--- config.mk ---
export PLATFORM = sky130hd
export DESIGN_NAME = aer_err_classifier
export DESIGN_NICKNAME = d
export VERILOG_FILES = /design/src/rtl/aer_cls_pkg.sv /design/src/rtl/aer_cls_decode.sv /design/src/rtl/aer_cls_route.sv /design/src/rtl/aer_err_classifier.sv
export SDC_FILE = /design/constraint.sdc
export NUM_CORES = 1
export LEC_CHECK = 0
export BUFFER_PORTS_ARGS = -buffer_cell sky130_fd_sc_hd__buf_2
export CAP_MARGIN = 25
export CORE_MARGIN = 2
export CORE_UTILIZATION = 45
export CTS_BUF_LIST = sky130_fd_sc_hd__clkbuf_16
export DETAILED_ROUTE_END_ITERATION = 7
export PLACE_DENSITY = 0.88
export SLEW_MARGIN = 20
export SYNTH_ARGS = -nofsm -noshare
export SYNTH_HDL_FRONTEND = slang
export SYNTH_SLANG_ARGS = --single-unit
--- constraint.sdc ---
create_clock -name clk -period 6.95 [get_ports clk]
set_input_delay 1.0425 -clock clk [delete_from_list [all_inputs] [get_ports clk]]
set_output_delay 1.0425 -clock clk [all_outputs]
set_load 0.1 [all_outputs]
--- src/rtl/aer_cls_pkg.sv ---
package aer_cls_pkg;
    localparam int STAT_W = 32;
    localparam int SRC_W  = 16;
    localparam int SEV_W  = 3;
    localparam int DEV_W  = 4;

    // supported bits per class
    localparam logic [STAT_W-1:0] COR_SUP = 32'h0000_F1C1;
    localparam logic [STAT_W-1:0] UNC_SUP = 32'h03FF_F030;
    // bits with a fixed meaning
    localparam logic [STAT_W-1:0] UR_BIT  = 32'h0010_0000;
    localparam logic [STAT_W-1:0] ADV_BIT = 32'h0000_2000;
    localparam logic [STAT_W-1:0] HLO_BIT = 32'h0000_8000;
    localparam int HLO_POS = 15;

    // message severity, one-hot
    localparam logic [SEV_W-1:0] SEV_COR = 3'b001;
    localparam logic [SEV_W-1:0] SEV_NF  = 3'b010;
    localparam logic [SEV_W-1:0] SEV_FAT = 3'b100;

    // device status bit positions
    localparam int DS_COR = 0;
    localparam int DS_NF  = 1;
    localparam int DS_FAT = 2;
    localparam int DS_UR  = 3;

    typedef struct packed {
        logic              one;
        logic              cor_path;
        logic              fatal;
        logic              ur;
        logic              adv;
        logic [STAT_W-1:0] hit;
        logic [STAT_W-1:0] cbit;
    } dec_t;

    typedef enum logic {ST_ACCEPT, ST_OVFL} st_e;
endpackage

--- src/rtl/aer_cls_decode.sv ---
module aer_cls_decode
    import aer_cls_pkg::*;
(
    input  logic [STAT_W-1:0] status,
    input  logic              corr,
    input  logic              adv_req,
    input  logic [STAT_W-1:0] sev,
    output dec_t              dec
);
    logic [STAT_W-1:0] kept;

    always_comb begin
        kept         = status & (corr ? COR_SUP : UNC_SUP);
        dec          = '0;
        dec.hit      = kept;
        dec.one      = $onehot(kept);
        dec.fatal    = !corr && (|(kept & sev));
        dec.ur       = !corr && (kept == UR_BIT);
        dec.adv      = !corr && !dec.fatal && adv_req;
        dec.cor_path = corr || dec.adv;
        dec.cbit     = corr ? kept : (dec.adv ? ADV_BIT : '0);
    end
endmodule

--- src/rtl/aer_cls_route.sv ---
module aer_cls_route
    import aer_cls_pkg::*;
(
    input  dec_t              dec,
    input  logic              go,
    input  logic [STAT_W-1:0] cor_mask,
    input  logic [STAT_W-1:0] unc_mask,
    input  logic              serr_en,
    input  logic              cor_en,
    input  logic              nf_en,
    input  logic              fat_en,
    input  logic              ur_en,
    input  logic              log_full,
    output logic [STAT_W-1:0] cor_set,
    output logic [STAT_W-1:0] unc_set,
    output logic [DEV_W-1:0]  dev_set,
    output logic              send,
    output logic [SEV_W-1:0]  sev,
    output logic              log,
    output logic              ovfl,
    output logic              reject
);
    always_comb begin
        cor_set = '0;
        unc_set = '0;
        dev_set = '0;
        send    = 1'b0;
        sev     = '0;
        log     = 1'b0;
        reject  = go && !dec.one;
        if (go && dec.one) begin
            dev_set[DS_UR] = dec.ur;
            if (dec.cor_path) begin
                dev_set[DS_COR] = 1'b1;
                cor_set         = dec.cbit;
                if (!(|(dec.cbit & cor_mask))) begin
                    if (dec.adv && !(|(dec.hit & unc_mask))) begin
                        log     = 1'b1;
                        unc_set = dec.hit;
                    end
                    send = cor_en && !(dec.ur && !ur_en);
                    sev  = SEV_COR;
                end
            end else begin
                dev_set[DS_FAT] = dec.fatal;
                dev_set[DS_NF]  = !dec.fatal;
                unc_set         = dec.hit;
                if (!(|(dec.hit & unc_mask))) begin
                    log  = 1'b1;
                    send = !(dec.ur && !ur_en && !serr_en) &&
                           (serr_en || (dec.fatal ? fat_en : nf_en));
                    sev  = dec.fatal ? SEV_FAT : SEV_NF;
                end
            end
        end
        if (!send) sev = '0;
        ovfl = log && log_full;
    end
endmodule

--- src/rtl/aer_err_classifier.sv ---
module aer_err_classifier
    import aer_cls_pkg::*;
(
    input  logic              clk,
    input  logic              rst_n,
    input  logic              evt_valid,
    output logic              evt_ready,
    input  logic [STAT_W-1:0] evt_status,
    input  logic              evt_correctable,
    input  logic              evt_advisory,
    input  logic [SRC_W-1:0]  evt_source,
    input  logic [STAT_W-1:0] cfg_cor_mask,
    input  logic [STAT_W-1:0] cfg_unc_mask,
    input  logic [STAT_W-1:0] cfg_unc_sev,
    input  logic              cfg_serr_en,
    input  logic              cfg_cor_rpt_en,
    input  logic              cfg_nf_rpt_en,
    input  logic              cfg_fat_rpt_en,
    input  logic              cfg_ur_rpt_en,
    input  logic              log_full,
    output logic              log_req,
    output logic              evt_reject,
    output logic              msg_valid,
    output logic [SEV_W-1:0]  msg_sev,
    output logic [SRC_W-1:0]  msg_source,
    output logic [STAT_W-1:0] cor_status,
    output logic [STAT_W-1:0] unc_status,
    output logic [DEV_W-1:0]  dev_status
);
    st_e               state_q, state_d;
    logic [SRC_W-1:0]  src_q;
    logic              in_ovfl, go;
    logic [STAT_W-1:0] cur_status;
    logic              cur_corr, cur_adv;
    logic [SRC_W-1:0]  cur_src;
    dec_t              dec;
    logic [STAT_W-1:0] cor_set, unc_set;
    logic [DEV_W-1:0]  dev_set;
    logic              send, log, ovfl, reject;
    logic [SEV_W-1:0]  sev;

    assign in_ovfl    = (state_q == ST_OVFL);
    assign evt_ready  = !in_ovfl;
    assign go         = in_ovfl || evt_valid;
    assign cur_status = in_ovfl ? HLO_BIT : evt_status;
    assign cur_corr   = in_ovfl || evt_correctable;
    assign cur_adv    = !in_ovfl && evt_advisory;
    assign cur_src    = in_ovfl ? src_q : evt_source;

    aer_cls_decode u_decode (
        .status (cur_status),
        .corr   (cur_corr),
        .adv_req(cur_adv),
        .sev    (cfg_unc_sev),
        .dec    (dec)
    );

    aer_cls_route u_route (
        .dec     (dec),
        .go      (go),
        .cor_mask(cfg_cor_mask),
        .unc_mask(cfg_unc_mask),
        .serr_en (cfg_serr_en),
        .cor_en  (cfg_cor_rpt_en),
        .nf_en   (cfg_nf_rpt_en),
        .fat_en  (cfg_fat_rpt_en),
        .ur_en   (cfg_ur_rpt_en),
        .log_full(log_full),
        .cor_set (cor_set),
        .unc_set (unc_set),
        .dev_set (dev_set),
        .send    (send),
        .sev     (sev),
        .log     (log),
        .ovfl    (ovfl),
        .reject  (reject)
    );

    // next-state logic
    always_comb begin
        state_d = state_q;
        unique case (state_q)
            ST_ACCEPT: if (ovfl) state_d = ST_OVFL;
            ST_OVFL:   state_d = ST_ACCEPT;
        endcase
    end

    // state register
    always_ff @(posedge clk) begin
        if (!rst_n) begin
            state_q <= ST_ACCEPT;
            src_q   <= '0;
        end else begin
            state_q <= state_d;
            if (ovfl) src_q <= cur_src;
        end
    end

    // registered outputs
    always_ff @(posedge clk) begin
        if (!rst_n) begin
            msg_valid  <= 1'b0;
            msg_sev    <= '0;
            msg_source <= '0;
            log_req    <= 1'b0;
            evt_reject <= 1'b0;
            cor_status <= '0;
            unc_status <= '0;
            dev_status <= '0;
        end else begin
            msg_valid  <= send;
            msg_sev    <= sev;
            msg_source <= send ? cur_src : '0;
            log_req    <= log;
            evt_reject <= reject;
            cor_status <= cor_status | cor_set;
            unc_status <= unc_status | unc_set;
            dev_status <= dev_status | dev_set;
        end
    end

    assert_sev_onehot_R11: assert property (@(posedge clk) disable iff (!rst_n)
        msg_valid |-> $onehot(msg_sev));
    assert_sev_idle_R11: assert property (@(posedge clk) disable iff (!rst_n)
        !msg_valid |-> (msg_sev == '0));
    assert_reject_quiet_R1: assert property (@(posedge clk) disable iff (!rst_n)
        evt_reject |-> (!msg_valid && !log_req));
    assert_cor_sticky_R3: assert property (@(posedge clk) disable iff (!rst_n)
        rst_n |=> ((cor_status & $past(cor_status)) == $past(cor_status)));
    assert_unc_sticky_R6: assert property (@(posedge clk) disable iff (!rst_n)
        rst_n |=> ((unc_status & $past(unc_status)) == $past(unc_status)));
    assert_stall_one_R12: assert property (@(posedge clk) disable iff (!rst_n)
        $fell(evt_ready) |=> evt_ready);
    assert_ovfl_logged_R10: assert property (@(posedge clk) disable iff (!rst_n)
        !evt_ready |=> cor_status[HLO_POS]);
endmodule

; ---- After elaboration in Yosys (flattened, before gate mapping)
; Cells that the tools add are included.
[totals]
elab_cells = 112
reg_bits = 107
[op_classes]
reduce_logical = 31
n_addsub = 31
mux = 30
bitwise = 8
n_eq_ne = 2
[op_table]
columns = operator, n
row1 = two-way mux 32 bit, 8
row2 = bitwise AND 32 bit, 4
row3 = OR reduction 32 bit, 3
row4 = adder 6 bit, 15
row5 = OR 32 bit, 2
row6 = adder 1 x 1 -> 2 bit, 16
row7 = "equality test 32 x 21 -> 1 bit, second input constant", 1
row8 = two-way mux 26 bit, 1
row9 = two-way mux 16 bit, 1
row10 = two-way mux 14 bit, 1
row11 = logical AND 1 bit, 13
row12 = two-way mux 1 bit, 13
row13 = logical NOT 1 bit, 9
row14 = two-way mux 3 bit, 3
row15 = "equality test 6 x 1 -> 1 bit, second input constant", 1
row16 = logical OR 1 bit, 4
row17 = two-way mux 4 bit, 1
row18 = OR 4 bit, 1
row19 = AND reduction 3 bit, 1
row20 = two-way mux 2 bit, 1
row21 = one-hot mux 1 bit (2 select lines), 1
row22 = AND reduction 2 bit, 1
row23 = inverter 1 bit, 1

; ---- Longest topological paths before layout
[logic_depth]
ltp_word = 19
ltp_mapped = 23
ltp_nobuf = 20

; ---- Cells and area by module
; A second synthesis with hierarchy kept.
[hier_totals]
cells_unflattened = 681
hier_area_um2 = 6049.6
[modules_own_cells]
columns = module, area_per_inst_um2, n_inst, cells_per_inst
row1 = aer_err_classifier, 3562.2, 1, 321
row2 = aer_cls_route, 1320.0, 1, 214
row3 = aer_cls_decode, 1167.4, 1, 146

; ---- Worst setup path after synthesis
; Ideal clock, no wire load.
[synth_path]
path_type = input-to-reg
from = input evt_correctable
to = register src_q[11]
cell_stages = 21
setup_time_ns = 0.132
path_slack_ns = 0.795
arrival_time_ns = 6.023
t_required_ns = 6.818
cell_sequence = buf_6 > nor2_1 > clkbuf_1 > nand2_1 > inv_1 > ha_1 > inv_1 > fa_1 > fa_1 > fa_1 > fa_1 > inv_1 > ha_1 > fa_1 > nor2_1 > and3b_1 > nand2_1 > or3_1 > clkbuf_1 > o21ai_0 > a21oi_1
[synth_between]
elab_chain_len = 17
[synth_lines]
columns = item, line_no
row1 = "start, declared", aer_err_classifier.sv:9  ; input logic evt_correctable,
row2 = logical OR 1 bit *, aer_err_classifier.sv:46  ; assign cur_corr = in_ovfl || evt_correctable;
row3 = "parallel branches: the longest is 14 deep, another holds adder 6 bit", -
row4 = two-way mux 1 bit *, aer_cls_route.sv:31  ; if (go && dec.one) begin
row5 = logical AND 1 bit *, aer_cls_route.sv:57  ; ovfl = log && log_full;
row6 = "end signal, assigned", aer_err_classifier.sv:95  ; if (ovfl) src_q <= cur_src;
row7 = "end, declared", aer_err_classifier.sv:31  ; logic [SRC_W-1:0] src_q;
; Mark *: on every way between the ends.
; A chain may end at the register's enable or synchronous reset.

; ---- Worst setup path after layout
[layout_path]
from = input evt_correctable
to = register src_q[4]
; The elaborated chain is that of the path after synthesis.

==> results.ini <==
[floorplanning]
rows=35
start_util_pct=46.63
design.core.area_um2=9284
die_y_um=102.1
ios=246
die_area_um2=10420
die_w_um=102.1

[cts]
path_clk_slew_ns=0.07
clockBufferDepth=2
ctsHoldBuffers=0
numCtsBuffers=9
cts_sinks=83
cts_resized=0
insertion_delay_ns=0.33
cts_tree=done
cts_setup_buffers=0
h-tree-depth=3
cts_root_buf=clkbuf_16

[synthesis]
syn_inst=477
yosysUniqueCellTypes=57
synth-seq-area-share_pct=38.38
syn_area_per_cell_um2=9.076
synthArstFlopShare_pct=0
yosys.area.top_type=dfxtp_1
synth-seq-cells=83
synthTopCellsByArea=dfxtp_1 38%, fa_1 6.9%, ha_1 5.5%, buf_4 4.5%, inv_1 4.2%
synth.cell_area_um2=4329
synth.most_common_cell=dfxtp_1
synth_top_area_share_pct=38.38
synth_common_cells=83 x dfxtp_1, 49 x inv_1, 33 x nand2_1
synth_edf_count=0
ys_warn_count=0
yosys_most_used_dff=dfxtp_1

[worst_setup_path]
slowest_delay_ns=0.63
crit_slowest_cell=or3_1
path_cells=buf_2 > nor2_1 > buf_4 > nand2_1 > inv_1 > ha_1 > inv_1 > fa_1 > fa_1 > fa_1 > fa_1 > inv_1 > ha_1 > fa_1 > nor2_1 > and3b_1 > nand2_1 > or3_1 > o21ai_0 > a21oi_1
critPathKind=in -> reg
crit_start=evt_correctable
required_ns=7.14
r2r_cells=19
critPathTopFamily=adder cells
cp_max_fo=16
worstPathBufferInverterCount=5
end_kind=register
r2r_start=in_ovfl
cp.arrival_ns=6.42
critPathLaunchType=input port
crit_path_frequent_cell=fa_1
reg2reg_slack_ns=1.07
r2r_end=src_q[4]

[cells_and_area]
instances_no_fill=764
finish.utilization_pct=58.94
nNetsFinal=818
layout-drive-gt1-share_pct=31.55
area_delta_synth_final_pct=26.39

[global_route]
grt_max_degree=37
grt.overflow.total=0
grt_pass1_vias=3934
track_usage_pct=23.15
antenna_found_initial=1
grt_pass1_wl_um=18970

[route]
vias=4035
detail-route-antenna-nets=0
drt-vias-per-instance=5.281
drc=0
dr.first_iter.drc_count=338
wl_um=12250
dr.pass1.iters=8
wl_per_cell_um=16.03

[hold_path]
worstHoldStart=dev_status[0]
holdPathEnd=dev_status[0]
hold_path_depth=2
hold_path.class=reg -> reg

[timing]
timing.fmax_mhz=160.5
fin_ws_ns=0.7193
skew_ns=0.009881
final.min_clock_period_ns=6.231
max_slew_margin_pct=44.31
hold_viol_final=0
period_share_pct=89.65
fin_hold_ws_ns=0.4448
worst_pin_slew_ns=0.8302
drv_slew=0
final-setup-viol-count=0
rsz0062_at_grt=false
setup-tns-final_ns=0

[power]
leakagePower_uw=0.002649
vdd_drop_max_v=0.0001858
p_per_area_nw_per_um2=298.4

[place]
gp_congestion=0.9630
dp_cells=747
portBuffers=159
pre_cts_slack_ns=0.4419
hpwl_um=9583

[run_status]
status=finished, final reports clean

[flow_run]
maxCapViolations=0

-- layout by cell type (no fill, tap or decap), types with 6 or more instances in the layout --
| master | n |
|---|---|
| nor2_1 | 24 |
| inv_1 | 49 |
| ha_1 | 19 |
| a22oi_1 | 6 |
| clkbuf_16 | 9 |
| nand2_1 | 33 |
| and2_1 | 21 |
| a211oi_1 | 18 |
| o21ai_2 | 10 |
| buf_4 | 6 |
| conb_1 | 24 |
| dfxtp_1 | 83 |
| a21oi_1 | 28 |
| nand3_1 | 23 |
| buf_2 | 159 |
| o21ai_0 | 24 |
| fa_1 | 15 |
| mux2i_1 | 16 |
-- tightest hold or removal path, stage by stage, from the launching register on --
cell     delay (ns)
dfxtp_1        0.31
inv_1          0.04
a21oi_1        0.05
-- flip-flops by register name, indices dropped and copies added (netlist names) --
register,flops
cor_status,20
unc_status,20
msg_source,16
src_q,16
dev_status,4
msg_sev,3
evt_reject,1
in_ovfl,1
log_req,1
msg_valid,1
-- layout make-up --
class	instances	area (µm²)
inverters	50	187.7
clock buffers	9	225.2
multi-input cells	320	2262
well taps	129	161.4
repair buffers	165	840.8
clock inverters	7	130.1
fillers	825	3812
flip-flops and latches	83	1662
diodes	1	2.502
-- how the worst max path moves through the flow --
stage	to	cells past startpoint
after global placement	src_q[5]	20
after floorplan	src_q[11]	21
after detailed placement	src_q[13]	20
after CTS	src_q[13]	20
final	src_q[4]	20
after global routing	src_q[5]	19
-- metrics by stage --
step | total power, µW | cell area (µm²)
5_1_grt | 1702 | 5469
6_report | 1633 | 5472
3_3_place_gp | 1052 | 5114
2_1_floorplan | 960.7 | 4415
3_5_place_dp | 1066 | 5114
4_1_cts | 1631 | 5469
-- cell families after synthesis --
logic type	share of synthesized area [%]
AO/OA/AOI/OAI	19.28
buffers and inverters	11.36
adder cells (fa/ha/maj)	12.43
multiplexers	3.699
other	0.08662
AND/OR/NAND/NOR	14.77
flip-flops	38.38
-- report_power, final --
| part | internal [µW] | switching (µW) | leakage, µW | total (µW) |
|---|---|---|---|---|
| clock | 359 | 207 | 0.000174 | 566 |
| sequential | 499 | 10.9 | 0.000669 | 510 |
| combinational | 136 | 421 | 0.00181 | 557 |
-- per-layer routing --
| metal | share of wire (%) | GRT usage [%] | wire (µm) |
|---|---|---|---|
| met4 | 2.4 | 9.436 | 296 |
| met1 | 42 | 29.53 | 5120 |
| met2 | 46 | 37.96 | 5602 |
| met5 | 0 | 0 | 0 |
| met3 | 10 | 5.335 | 1229 |
Power figures use the tool's default switching activity.
